**config.mk**
```make
export PLATFORM = sky130hd
export DESIGN_NAME = pdma_channel
export DESIGN_NICKNAME = d
export VERILOG_FILES = /design/src/rtl/pdma_pkg.sv /design/src/rtl/pdma_addr_step.sv /design/src/rtl/pdma_regs.sv /design/src/rtl/pdma_seq.sv /design/src/rtl/pdma_channel.sv
export SDC_FILE = /design/constraint.sdc
export NUM_CORES = 1
export LEC_CHECK = 0
export ABC_AREA = 1
export ABC_CLOCK_PERIOD_IN_PS = 4730
export CAP_MARGIN = 30
export CORE_ASPECT_RATIO = 0.75
export CORE_MARGIN = 8
export CORE_UTILIZATION = 45
export CTS_BUF_LIST = sky130_fd_sc_hd__clkbuf_4
export DETAILED_ROUTE_END_ITERATION = 8
export PLACE_DENSITY = 0.76
export SETUP_SLACK_MARGIN = 0.4
export SLEW_MARGIN = 20
export SYNTH_ARGS = -nofsm -noshare
export SYNTH_HDL_FRONTEND = slang
export SYNTH_SLANG_ARGS = --single-unit
```
**constraint.sdc**
```tcl
create_clock -name clk -period 4.73 [get_ports clk]
set_clock_uncertainty 0.15 [all_clocks]
set_input_delay 0.473 -clock clk [delete_from_list [all_inputs] [get_ports clk]]
set_output_delay 0.473 -clock clk [all_outputs]
set_load 0.1 [all_outputs]
```
**src/rtl/pdma_pkg.sv**
```systemverilog
package pdma_pkg;

    localparam int REG_W = 32;

    // control word bit positions
    localparam int C_EN     = 0;
    localparam int C_FIN    = 1;
    localparam int C_FIN_IE = 2;
    localparam int C_BURST  = 3;
    localparam int C_ERR    = 4;
    localparam int C_ERR_IE = 5;
    localparam int C_SRC_SYS = 6;
    localparam int C_DST_SYS = 7;
    localparam int C_SRC_STEP_LO = 8;
    localparam int C_DST_STEP_LO = 12;
    localparam int C_DST_LINE_LO = 16;
    localparam int C_WIDTH_LO    = 20;
    localparam int C_SRC_LINE_LO = 24;

    // bits taken directly from a software write
    localparam logic [REG_W-1:0] CTRL_WMASK  = 32'h0F3F_77ED;
    // bits that are cleared by writing zero
    localparam logic [REG_W-1:0] CTRL_STMASK = 32'h0000_0012;

    typedef enum logic [2:0] {
        S_IDLE,
        S_WAIT,
        S_READ,
        S_WRITE,
        S_CLOSE,
        S_FINISH,
        S_FAULT
    } seq_state_t;

    function automatic logic [1:0] unit_log2(input logic [1:0] width);
        unique case (width)
            2'b01:   return 2'd1;
            2'b10:   return 2'd0;
            default: return 2'd2;
        endcase
    endfunction

endpackage

```
**src/rtl/pdma_addr_step.sv**
```systemverilog
module pdma_addr_step #(
    parameter int ADDR_W = 32
) (
    input  logic [ADDR_W-1:0] addr,
    input  logic [2:0]        code,
    input  logic              burst,
    output logic [ADDR_W-1:0] nxt
);
    logic [ADDR_W-1:0] mag;

    always_comb begin
        unique case (code[1:0])
            2'd1:    mag = ADDR_W'(1);
            2'd2:    mag = ADDR_W'(2);
            2'd3:    mag = ADDR_W'(4);
            default: mag = '0;
        endcase
        if (burst) begin
            mag = mag << 2;
        end
        nxt = code[2] ? (addr - mag) : (addr + mag);
    end
endmodule

```
**src/rtl/pdma_regs.sv**
```systemverilog
module pdma_regs
    import pdma_pkg::*;
#(
    parameter int ADDR_W = 32,
    parameter int CNT_W  = 24
) (
    input  logic              clk,
    input  logic              rst_n,
    input  logic              reg_we,
    input  logic [1:0]        reg_sel,
    input  logic [REG_W-1:0]  reg_wdata,
    input  logic              busy,
    input  logic              beat_done,
    input  logic [ADDR_W-1:0] src_nxt,
    input  logic [ADDR_W-1:0] dst_nxt,
    input  logic              cnt_dec,
    input  logic              set_fin,
    input  logic              set_err,
    output logic [ADDR_W-1:0] src_q,
    output logic [ADDR_W-1:0] dst_q,
    output logic [CNT_W-1:0]  cnt_q,
    output logic [REG_W-1:0]  ctrl_q,
    output logic [REG_W-1:0]  reg_rdata,
    output logic              irq
);
    logic [REG_W-1:0] ctrl_d;
    logic             sw_ok;

    assign sw_ok = reg_we && !busy;

    always_comb begin
        ctrl_d = ctrl_q;
        if (reg_we && reg_sel == 2'd3) begin
            ctrl_d = (reg_wdata & CTRL_WMASK) | (ctrl_q & reg_wdata & CTRL_STMASK);
        end
        if (set_fin) begin
            ctrl_d[C_FIN] = 1'b1;
            ctrl_d[C_EN]  = 1'b0;
        end
        if (set_err) begin
            ctrl_d[C_ERR] = 1'b1;
            ctrl_d[C_EN]  = 1'b0;
        end
    end

    always_ff @(posedge clk or negedge rst_n) begin
        if (!rst_n) begin
            src_q  <= '0;
            dst_q  <= '0;
            cnt_q  <= '0;
            ctrl_q <= '0;
        end else begin
            ctrl_q <= ctrl_d;
            if (beat_done) begin
                src_q <= src_nxt;
                dst_q <= dst_nxt;
            end else if (sw_ok && reg_sel == 2'd0) begin
                src_q <= reg_wdata[ADDR_W-1:0];
            end else if (sw_ok && reg_sel == 2'd1) begin
                dst_q <= reg_wdata[ADDR_W-1:0];
            end
            if (cnt_dec) begin
                cnt_q <= cnt_q - CNT_W'(1);
            end else if (sw_ok && reg_sel == 2'd2) begin
                cnt_q <= reg_wdata[CNT_W-1:0];
            end
        end
    end

    always_comb begin
        unique case (reg_sel)
            2'd0:    reg_rdata = REG_W'(src_q);
            2'd1:    reg_rdata = REG_W'(dst_q);
            2'd2:    reg_rdata = REG_W'(cnt_q);
            default: reg_rdata = ctrl_q;
        endcase
    end

    assign irq = (ctrl_q[C_FIN] & ctrl_q[C_FIN_IE]) | (ctrl_q[C_ERR] & ctrl_q[C_ERR_IE]);
endmodule

```
**src/rtl/pdma_seq.sv**
```systemverilog
module pdma_seq
    import pdma_pkg::*;
#(
    parameter int NUM_LINES   = 15,
    parameter int LINE_W      = 4,
    parameter int DATA_W      = 32,
    parameter int CNT_W       = 24,
    parameter int BURST_BEATS = 4
) (
    input  logic                 clk,
    input  logic                 rst_n,
    input  logic                 en,
    input  logic                 burst,
    input  logic [CNT_W-1:0]     cnt_q,
    input  logic [LINE_W-1:0]    src_line,
    input  logic [LINE_W-1:0]    dst_line,
    input  logic [NUM_LINES-1:0] dreq,
    input  logic                 rd_ready,
    input  logic                 rd_err,
    input  logic [DATA_W-1:0]    rd_data,
    input  logic                 wr_ready,
    input  logic                 wr_err,
    output logic                 rd_valid,
    output logic                 wr_valid,
    output logic [DATA_W-1:0]    wr_data,
    output logic                 beat_done,
    output logic                 cnt_dec,
    output logic                 set_fin,
    output logic                 set_err,
    output logic [NUM_LINES-1:0] dgnt,
    output logic                 busy
);
    localparam int BEAT_W = (BURST_BEATS > 1) ? $clog2(BURST_BEATS) : 1;

    seq_state_t        state_q, state_d;
    logic [BEAT_W-1:0] beat_q;
    logic [DATA_W-1:0] data_q;
    logic              src_ok, dst_ok, last_beat;

    always_comb begin
        src_ok = (src_line == '0);
        dst_ok = (dst_line == '0);
        for (int i = 0; i < NUM_LINES; i++) begin
            if (src_line == LINE_W'(i + 1) && dreq[i]) src_ok = 1'b1;
            if (dst_line == LINE_W'(i + 1) && dreq[i]) dst_ok = 1'b1;
        end
    end

    assign last_beat = !burst || (beat_q == BEAT_W'(BURST_BEATS - 1));

    always_ff @(posedge clk or negedge rst_n) begin
        if (!rst_n) begin
            state_q <= S_IDLE;
        end else begin
            state_q <= state_d;
        end
    end

    always_comb begin
        state_d   = state_q;
        rd_valid  = 1'b0;
        wr_valid  = 1'b0;
        beat_done = 1'b0;
        cnt_dec   = 1'b0;
        set_fin   = 1'b0;
        set_err   = 1'b0;
        unique case (state_q)
            S_IDLE: begin
                if (en) state_d = (cnt_q == '0) ? S_FINISH : S_WAIT;
            end
            S_WAIT: begin
                if (!en) state_d = S_IDLE;
                else if (src_ok && dst_ok) state_d = S_READ;
            end
            S_READ: begin
                rd_valid = 1'b1;
                if (rd_ready) state_d = rd_err ? S_FAULT : S_WRITE;
            end
            S_WRITE: begin
                wr_valid = 1'b1;
                if (wr_ready) begin
                    if (wr_err) begin
                        state_d = S_FAULT;
                    end else begin
                        beat_done = 1'b1;
                        state_d = last_beat ? S_CLOSE : S_READ;
                    end
                end
            end
            S_CLOSE: begin
                cnt_dec = 1'b1;
                state_d = (cnt_q == CNT_W'(1)) ? S_FINISH : S_WAIT;
            end
            S_FINISH: begin
                set_fin = 1'b1;
                state_d = S_IDLE;
            end
            S_FAULT: begin
                set_err = 1'b1;
                state_d = S_IDLE;
            end
            default: state_d = S_IDLE;
        endcase
    end

    always_ff @(posedge clk or negedge rst_n) begin
        if (!rst_n) begin
            beat_q <= '0;
            data_q <= '0;
        end else begin
            if (state_q == S_WAIT) begin
                beat_q <= '0;
            end else if (beat_done) begin
                beat_q <= beat_q + BEAT_W'(1);
            end
            if (rd_valid && rd_ready && !rd_err) begin
                data_q <= rd_data;
            end
        end
    end

    assign wr_data = data_q;
    assign busy    = (state_q != S_IDLE);

    for (genvar g = 0; g < NUM_LINES; g++) begin : g_gnt
        assign dgnt[g] = (state_q == S_CLOSE) &&
                         ((src_line == LINE_W'(g + 1)) || (dst_line == LINE_W'(g + 1)));
    end
endmodule

```
**src/rtl/pdma_channel.sv**
```systemverilog
module pdma_channel
    import pdma_pkg::*;
#(
    parameter int ADDR_W      = 32,
    parameter int DATA_W      = 32,
    parameter int CNT_W       = 24,
    parameter int NUM_LINES   = 15,
    parameter int BURST_BEATS = 4
) (
    input  logic                 clk,
    input  logic                 rst_n,
    input  logic                 reg_we,
    input  logic [1:0]           reg_sel,
    input  logic [31:0]          reg_wdata,
    output logic [31:0]          reg_rdata,
    output logic                 rd_valid,
    input  logic                 rd_ready,
    output logic [ADDR_W-1:0]    rd_addr,
    output logic                 rd_sys,
    output logic [1:0]           rd_size,
    input  logic [DATA_W-1:0]    rd_data,
    input  logic                 rd_err,
    output logic                 wr_valid,
    input  logic                 wr_ready,
    output logic [ADDR_W-1:0]    wr_addr,
    output logic                 wr_sys,
    output logic [1:0]           wr_size,
    output logic [DATA_W-1:0]    wr_data,
    input  logic                 wr_err,
    input  logic [NUM_LINES-1:0] dreq,
    output logic [NUM_LINES-1:0] dgnt,
    output logic                 irq
);
    localparam int LINE_W = 4;

    logic [ADDR_W-1:0] src_q, dst_q;
    logic [CNT_W-1:0]  cnt_q;
    logic [REG_W-1:0]  ctrl_q;
    logic              busy, beat_done, cnt_dec, set_fin, set_err;
    logic [ADDR_W-1:0] side_cur [2];
    logic [ADDR_W-1:0] side_nxt [2];
    logic [2:0]        side_code [2];

    assign side_cur[0]  = src_q;
    assign side_cur[1]  = dst_q;
    assign side_code[0] = ctrl_q[C_SRC_STEP_LO +: 3];
    assign side_code[1] = ctrl_q[C_DST_STEP_LO +: 3];

    for (genvar s = 0; s < 2; s++) begin : g_side
        pdma_addr_step #(.ADDR_W(ADDR_W)) u_step (
            .addr  (side_cur[s]),
            .code  (side_code[s]),
            .burst (ctrl_q[C_BURST]),
            .nxt   (side_nxt[s])
        );
    end

    pdma_regs #(.ADDR_W(ADDR_W), .CNT_W(CNT_W)) u_regs (
        .clk       (clk),
        .rst_n     (rst_n),
        .reg_we    (reg_we),
        .reg_sel   (reg_sel),
        .reg_wdata (reg_wdata),
        .busy      (busy),
        .beat_done (beat_done),
        .src_nxt   (side_nxt[0]),
        .dst_nxt   (side_nxt[1]),
        .cnt_dec   (cnt_dec),
        .set_fin   (set_fin),
        .set_err   (set_err),
        .src_q     (src_q),
        .dst_q     (dst_q),
        .cnt_q     (cnt_q),
        .ctrl_q    (ctrl_q),
        .reg_rdata (reg_rdata),
        .irq       (irq)
    );

    pdma_seq #(
        .NUM_LINES   (NUM_LINES),
        .LINE_W      (LINE_W),
        .DATA_W      (DATA_W),
        .CNT_W       (CNT_W),
        .BURST_BEATS (BURST_BEATS)
    ) u_seq (
        .clk       (clk),
        .rst_n     (rst_n),
        .en        (ctrl_q[C_EN]),
        .burst     (ctrl_q[C_BURST]),
        .cnt_q     (cnt_q),
        .src_line  (ctrl_q[C_SRC_LINE_LO +: LINE_W]),
        .dst_line  (ctrl_q[C_DST_LINE_LO +: LINE_W]),
        .dreq      (dreq),
        .rd_ready  (rd_ready),
        .rd_err    (rd_err),
        .rd_data   (rd_data),
        .wr_ready  (wr_ready),
        .wr_err    (wr_err),
        .rd_valid  (rd_valid),
        .wr_valid  (wr_valid),
        .wr_data   (wr_data),
        .beat_done (beat_done),
        .cnt_dec   (cnt_dec),
        .set_fin   (set_fin),
        .set_err   (set_err),
        .dgnt      (dgnt),
        .busy      (busy)
    );

    assign rd_addr = src_q;
    assign wr_addr = dst_q;
    assign rd_sys  = ctrl_q[C_SRC_SYS];
    assign wr_sys  = ctrl_q[C_DST_SYS];
    assign rd_size = unit_log2(ctrl_q[C_WIDTH_LO +: 2]);
    assign wr_size = rd_size;
endmodule

```
==> flow_summary.toml, run 1 <==
[clocking]
clockBufferDepth = 2
post_cts_resize_count = 0
clkTransAtPathRegs_ns = 0.16
cts_buffers = 17
cts_max_level = 4
cts-root-buf = "clkbuf_4"
tritoncts = "done"
post_cts_buffers = 0
clk_latency_ns = 0.56
cts_sinks = 149

[detailed_routing]
ant_nets = 0
wl_per_cell_um = 20.1
dr.first_iter.drc_count = 1683
highest_layer = "met5"
met2WireLength_mm = 21.6
via_per_inst = 5.62
wl_met1_mm = 23.0
first_pass_iters = 7
via_count = 14700
postRouteWirelength_mm = 52.4
drc = 0
route.met3.wl_mm = 5.99

[sta]
clock.fmax_mhz = 259
min_period_ns = 3.86
slew-limit-headroom_pct = 32.1
setup_violations = 0
finalCritPeriodShare_pct = 81.7
fin_tns_setup_ns = 0
hold_viol_final = 0
fin_ws_ns = 0.868
tightest_slew_ns = 1.02
rsz0062_at_grt = "false"
slew_violations = 0

[worst_setup_path]
critPathMaxFanout = 21
crit_path_end_kind = "output port"
worstSetupPathType = "reg -> out"
critPathRequiredTime_ns = 4.11
crit_path_start_kind = "flip-flop"
critPathArrivalTime_ns = 3.24

[floorplan]
num_rows = 54
core_area_um2 = 28800
die_w_um = 212
initial_core_util_pct = 45.2
die_y_um = 163
boundaryPins = 240
die-area_um2 = 34700

[layout]
syn_to_final_growth_pct = 22.6
nFillCells = 2829
mostFrequentLayoutCells = "nand2_1, inv_1, clkdlybuf4s50_1"
final_common_cell = "nand2_1"
layout-drive-gt1-share_pct = 7.39
final_nets = 2364

[grt]
antenna_found_initial = 1
grt_pass1_wl_mm = 79.2
grt_max_degree = 95
grt_usage_pct = 29.4
overflow = 0
grt_pass1_vias = 13500

[synth]
synth_area_um2 = 13000
ys_seq_elements = 149
ys.flop_type = "dfrtp_1"
syn_nets = 2138
yosysSeqAreaShare_pct = 28.6
syn_inst = 1982
synth_edf_count = 0
yosysWarnings = 0
synth.distinct_cells = 55
synthArstFlopShare_pct = 100
syn_area_per_cell_um2 = 6.57

[placement]
hpwl_mm = 42.9
portBuffers = 239
dpl_worst_slack_ns = 1.14
gp_congestion = 1.00

[status]
status = "finished, final reports clean"

[hold_path]
worstHoldPathType = "in -> async"

[run]
maxCapViolations = 0
[flip-flops by register name, indices dropped and copies added (netlist names)]
register / cells
u_regs.cnt_q: 24
u_regs.ctrl_q: 24
u_regs.dst_q: 32
u_regs.src_q: 32
u_seq.beat_q: 2
u_seq.state_q: 3
u_seq.wr_data: 32
[cell type report]
| type | count | area [um^2] | share of cell area (%) |
|---|---|---|---|
| well taps | 392 | 490 | 3.07 |
| inverters | 311 | 1180 | 7.38 |
| clock buffers | 17 | 128 | 0.800 |
| flip-flops and latches | 149 | 3730 | 23.4 |
| multi-input cells | 1477 | 7830 | 49.1 |
| repair buffers | 252 | 2450 | 15.4 |
| clock inverters | 14 | 148 | 0.925 |
| diodes | 1 | 2.50 | 0.0157 |
[stage by stage]
step,hold slack (ns),utilization (%),area [um^2],cells
2_1_floorplan,0.0274,-,13000,1982
3_3_place_gp,0.324,54.1,15600,2576
3_5_place_dp,0.333,54.3,15600,2579
4_1_cts,0.339,55.3,15900,2611
5_1_grt,0.118,55.4,16000,2613
6_report,0.127,55.4,16000,2613
[critical path: stages, from the launching register on]
cell and delay [ns]:
dfrtp_1 0.53, inv_2 0.15, nor2_4 0.63, inv_2 0.07, nor2_1 0.15, clkdlybuf4s50_1 1.15
[cell families after synthesis]
group	after synthesis	share of synthesized area, %
compound gates	317	14.5
simple gates	1043	34.2
flops	149	28.6
xor+xnor	17	1.14
mux	32	3.63
fa+ha+maj	68	6.65
buf+inv	356	11.2
[routing by layer]
layer | GRT usage [%] | vias up
met5 | 1.87 | -
met4 | 8.77 | 2
met3 | 7.19 | 108
met2 | 41.9 | 780
met1 | 43.0 | 6890
li1 | - | 6907
[worst paths after layout]
| path | to | slack, ns | depth (start not counted) | start |
|---|---|---|---|---|
| min in group clk | u_seq.wr_data[18] | 0.36 | 2 | rd_data[18] |
| hold / removal | u_seq.wr_data[17] | 0.13 | 2 | rst_n |
| setup / recovery | dgnt[14] | 0.87 | 5 | u_seq.state_q[2] |
| max in group asynchronous | u_regs.dst_q[4] | 3.63 | 3 | rst_n |
| setup reg to reg | u_regs.dst_q[16] | 1.33 | 12 | u_regs.ctrl_q[3] |
| hold reg to reg | u_seq.wr_data[0] | 0.37 | 1 | u_seq.wr_data[0] |
[cell usage after synthesis, types with 2 or more instances]
library cell	instances	share of area (%)
nand2_1	651	19
inv_1	293	8.4
nand3_1	160	6.2
nor2_1	152	4.4
dfrtp_1	149	29
a21oi_1	93	3.6
o21ai_0	73	2.8
ha_1	66	6.3
o21ai_1	34	1.3
mux2_4	30	3.5
o22ai_1	26	1.2
o211ai_1	24	1.4
clkbuf_1	16	0.46
nand4_1	16	0.77
nor3_1	16	0.62
o21bai_1	14	0.81
o221ai_1	14	0.94
buf_2	13	0.50
inv_2	13	0.37
nand3b_1	11	0.63
buf_6	10	0.86
xor2_1	10	0.67
a221oi_1	9	0.61
or2_2	7	0.34
xnor2_1	7	0.47
a31oi_1	6	0.29
buf_4	6	0.35
nor4_1	6	0.29
o2111ai_1	6	0.40
nor2_4	5	0.43
nor2_8	5	0.77
o31ai_1	4	0.23
a22o_1	3	0.20
o21a_1	3	0.17
a21boi_0	2	0.12
a311o_1	2	0.15
and2_1	2	0.096
clkinv_1	2	0.058
fa_1	2	0.31
inv_4	2	0.096
mux2_2	2	0.17
nand2_2	2	0.096
nand2_4	2	0.17
nor3b_1	2	0.12
[timing repair]
action / in CTS / in global routing
endpoints found under the setup margin: 0 / 0
hold buffers: 1 / 0
hold endpoints to repair: 92 / 0
Power of run 1 is not shown: default switching activity piles up to over one toggle a cycle in this logic, so the estimate is an artifact.
==> run 2, diff against run 1 <==
Settings changed: ABC_CLOCK_PERIOD_IN_PS 4730 to 3180, PLACE_DENSITY 0.76 to 0.79.
Clock period 4.73 ns to 3.18 ns, I/O delays scaled along.
==> flow_summary.toml, run 2 (synthesis gave the netlist of run 1 again) <==
[floorplan]
die_w_um = 212
core_area_um2 = 28800
initial_core_util_pct = 45.2
boundaryPins = 240
die-area_um2 = 34700
die_y_um = 163
num_rows = 54

[grt]
use_met1_pct = 43.2
grtUsageMet2_pct = 43.2
overflow = 0
globalRoute.busiestLayer = "met2"
grt_max_degree = 66
antenna_found_initial = 1
grt_pass1_vias = 13800
grt_use_met3_pct = 8.32
grt_pass1_wl_mm = 81.1
grt_usage_pct = 30.1

[detailed_routing]
via_per_inst = 5.62
ant_nets = 0
postRouteWirelength_mm = 54.8
drc = 0
wl_per_cell_um = 20.6
dr.first_iter.drc_count = 1551
via_count = 14900
first_pass_iters = 5

[sta]
slew_violations = 0
hold_viol_final = 0
rsz0062_at_grt = "true"
slew-limit-headroom_pct = 35.6
holdWs_ns = 0.128
setup_violations = 0
clock.fmax_mhz = 361
fin_tns_setup_ns = 0
min_period_ns = 2.77
tightest_slew_ns = 0.963
finalCritPeriodShare_pct = 87.1

[worst_setup_path]
critPathMaxFanout = 6
critPathArrivalTime_ns = 3.08
critPathRequiredTime_ns = 3.49
rr_worst_depth = 12
worstSetupPathType = "reg -> reg"
crit_path_end_kind = "flip-flop"
crit_path_start_kind = "flip-flop"

[layout]
layout-drive-gt1-share_pct = 20.2
syn_to_final_growth_pct = 33.0
final_nets = 2403
mostFrequentLayoutCells = "nand2_1, inv_1, nand3_1"
final_util_pct = 60.2
final_common_cell = "nand2_1"
stdcell_area_um2 = 17300

[run]
maxCapViolations = 0

[placement]
portBuffers = 239
hpwl_mm = 43.7
gp_congestion = 0.990
placed_area_um2 = 16200

[clocking]
cts_buffers = 17
cts-root-buf = "clkbuf_4"
clkTransAtPathRegs_ns = 0.15
tritoncts = "done"
cts_sinks = 149
clk_latency_ns = 0.60
clockBufferDepth = 2
cts_max_level = 4

[status]
status = "finished, final reports clean"

[hold_path]
worstHoldPathType = "in -> async"
## run 2: cell count changes in the layout (fill, tap and decap cells not counted), sizes merged
cell           previous run  this run
buf                      59       202
clkdlybuf4s50           192        87
clkinv                    6         8
clkinvlp                  4         5
inv                     314       313
## run 2: per-layer routing
layer  share of wire, %  vias to the layer above  wire [um]
met2                 42                      786      23200
li1                   -                     7008          -
met1                 44                     7001      23800
met3                 11                      110       5930
met5                  0                        -          0
met4                3.3                        0       1800
## run 2: worst max-delay path, stage by stage, from the launching register on
cell and delay, ns:
dfrtp_1 0.43, nor2_4 0.06, nor2_4 0.21, clkinvlp_4 0.14
buf_4 0.15, buf_6 0.15, ha_4 0.24, nand2_1 0.17
inv_1 0.08, a21oi_1 0.17, nand2_2 0.11, o21ai_0 0.41
o211ai_1 0.15
## run 2: area by class of cell
| type | count | area (um^2) |
|---|---|---|
| Multi-Input combinational cell | 1477 | 8590 |
| Inverter | 311 | 1190 |
| Tap cell | 392 | 490 |
| Antenna cell | 1 | 2.50 |
| Timing Repair inverter | 1 | 7.51 |
| Clock inverter | 15 | 146 |
| Sequential cell | 149 | 3730 |
| Fill cell | 2691 | 11500 |
| Timing Repair Buffer | 290 | 3020 |
| Clock buffer | 17 | 128 |
## run 2: per-stage QoR
stage,cells,setup WS (ns)
after detailed placement,2603,0.206
final,2653,0.409
after global placement,2603,0.229
after global routing,2653,0.321
after CTS,2641,0.400
after floorplan,1982,-0.133
## run 2: path summary, 6_finish.rpt
| path | start | slack, ns | end |
|---|---|---|---|
| max in group asynchronous | rst_n | 1.89 | u_seq.wr_data[1] |
| max reg2reg | u_regs.ctrl_q[13] | 0.41 | u_regs.dst_q[8] |
| min in group clk | rd_data[26] | 0.17 | u_seq.wr_data[26] |
| min | rst_n | 0.13 | u_seq.wr_data[11] |
| min reg2reg | u_regs.ctrl_q[5] | 0.36 | u_regs.ctrl_q[5] |
| max | u_regs.ctrl_q[13] | 0.41 | u_regs.dst_q[8] |
## run 2: repair_timing
action	in CTS	in global routing
hold endpoints to repair	63	0
gates resized for setup	14	145
setup endpoints to repair	38	68
setup buffers	4	11
hold buffers	1	0
cloned	1	0
pin swaps	0	12
Power of run 2 is left out for the same reason.
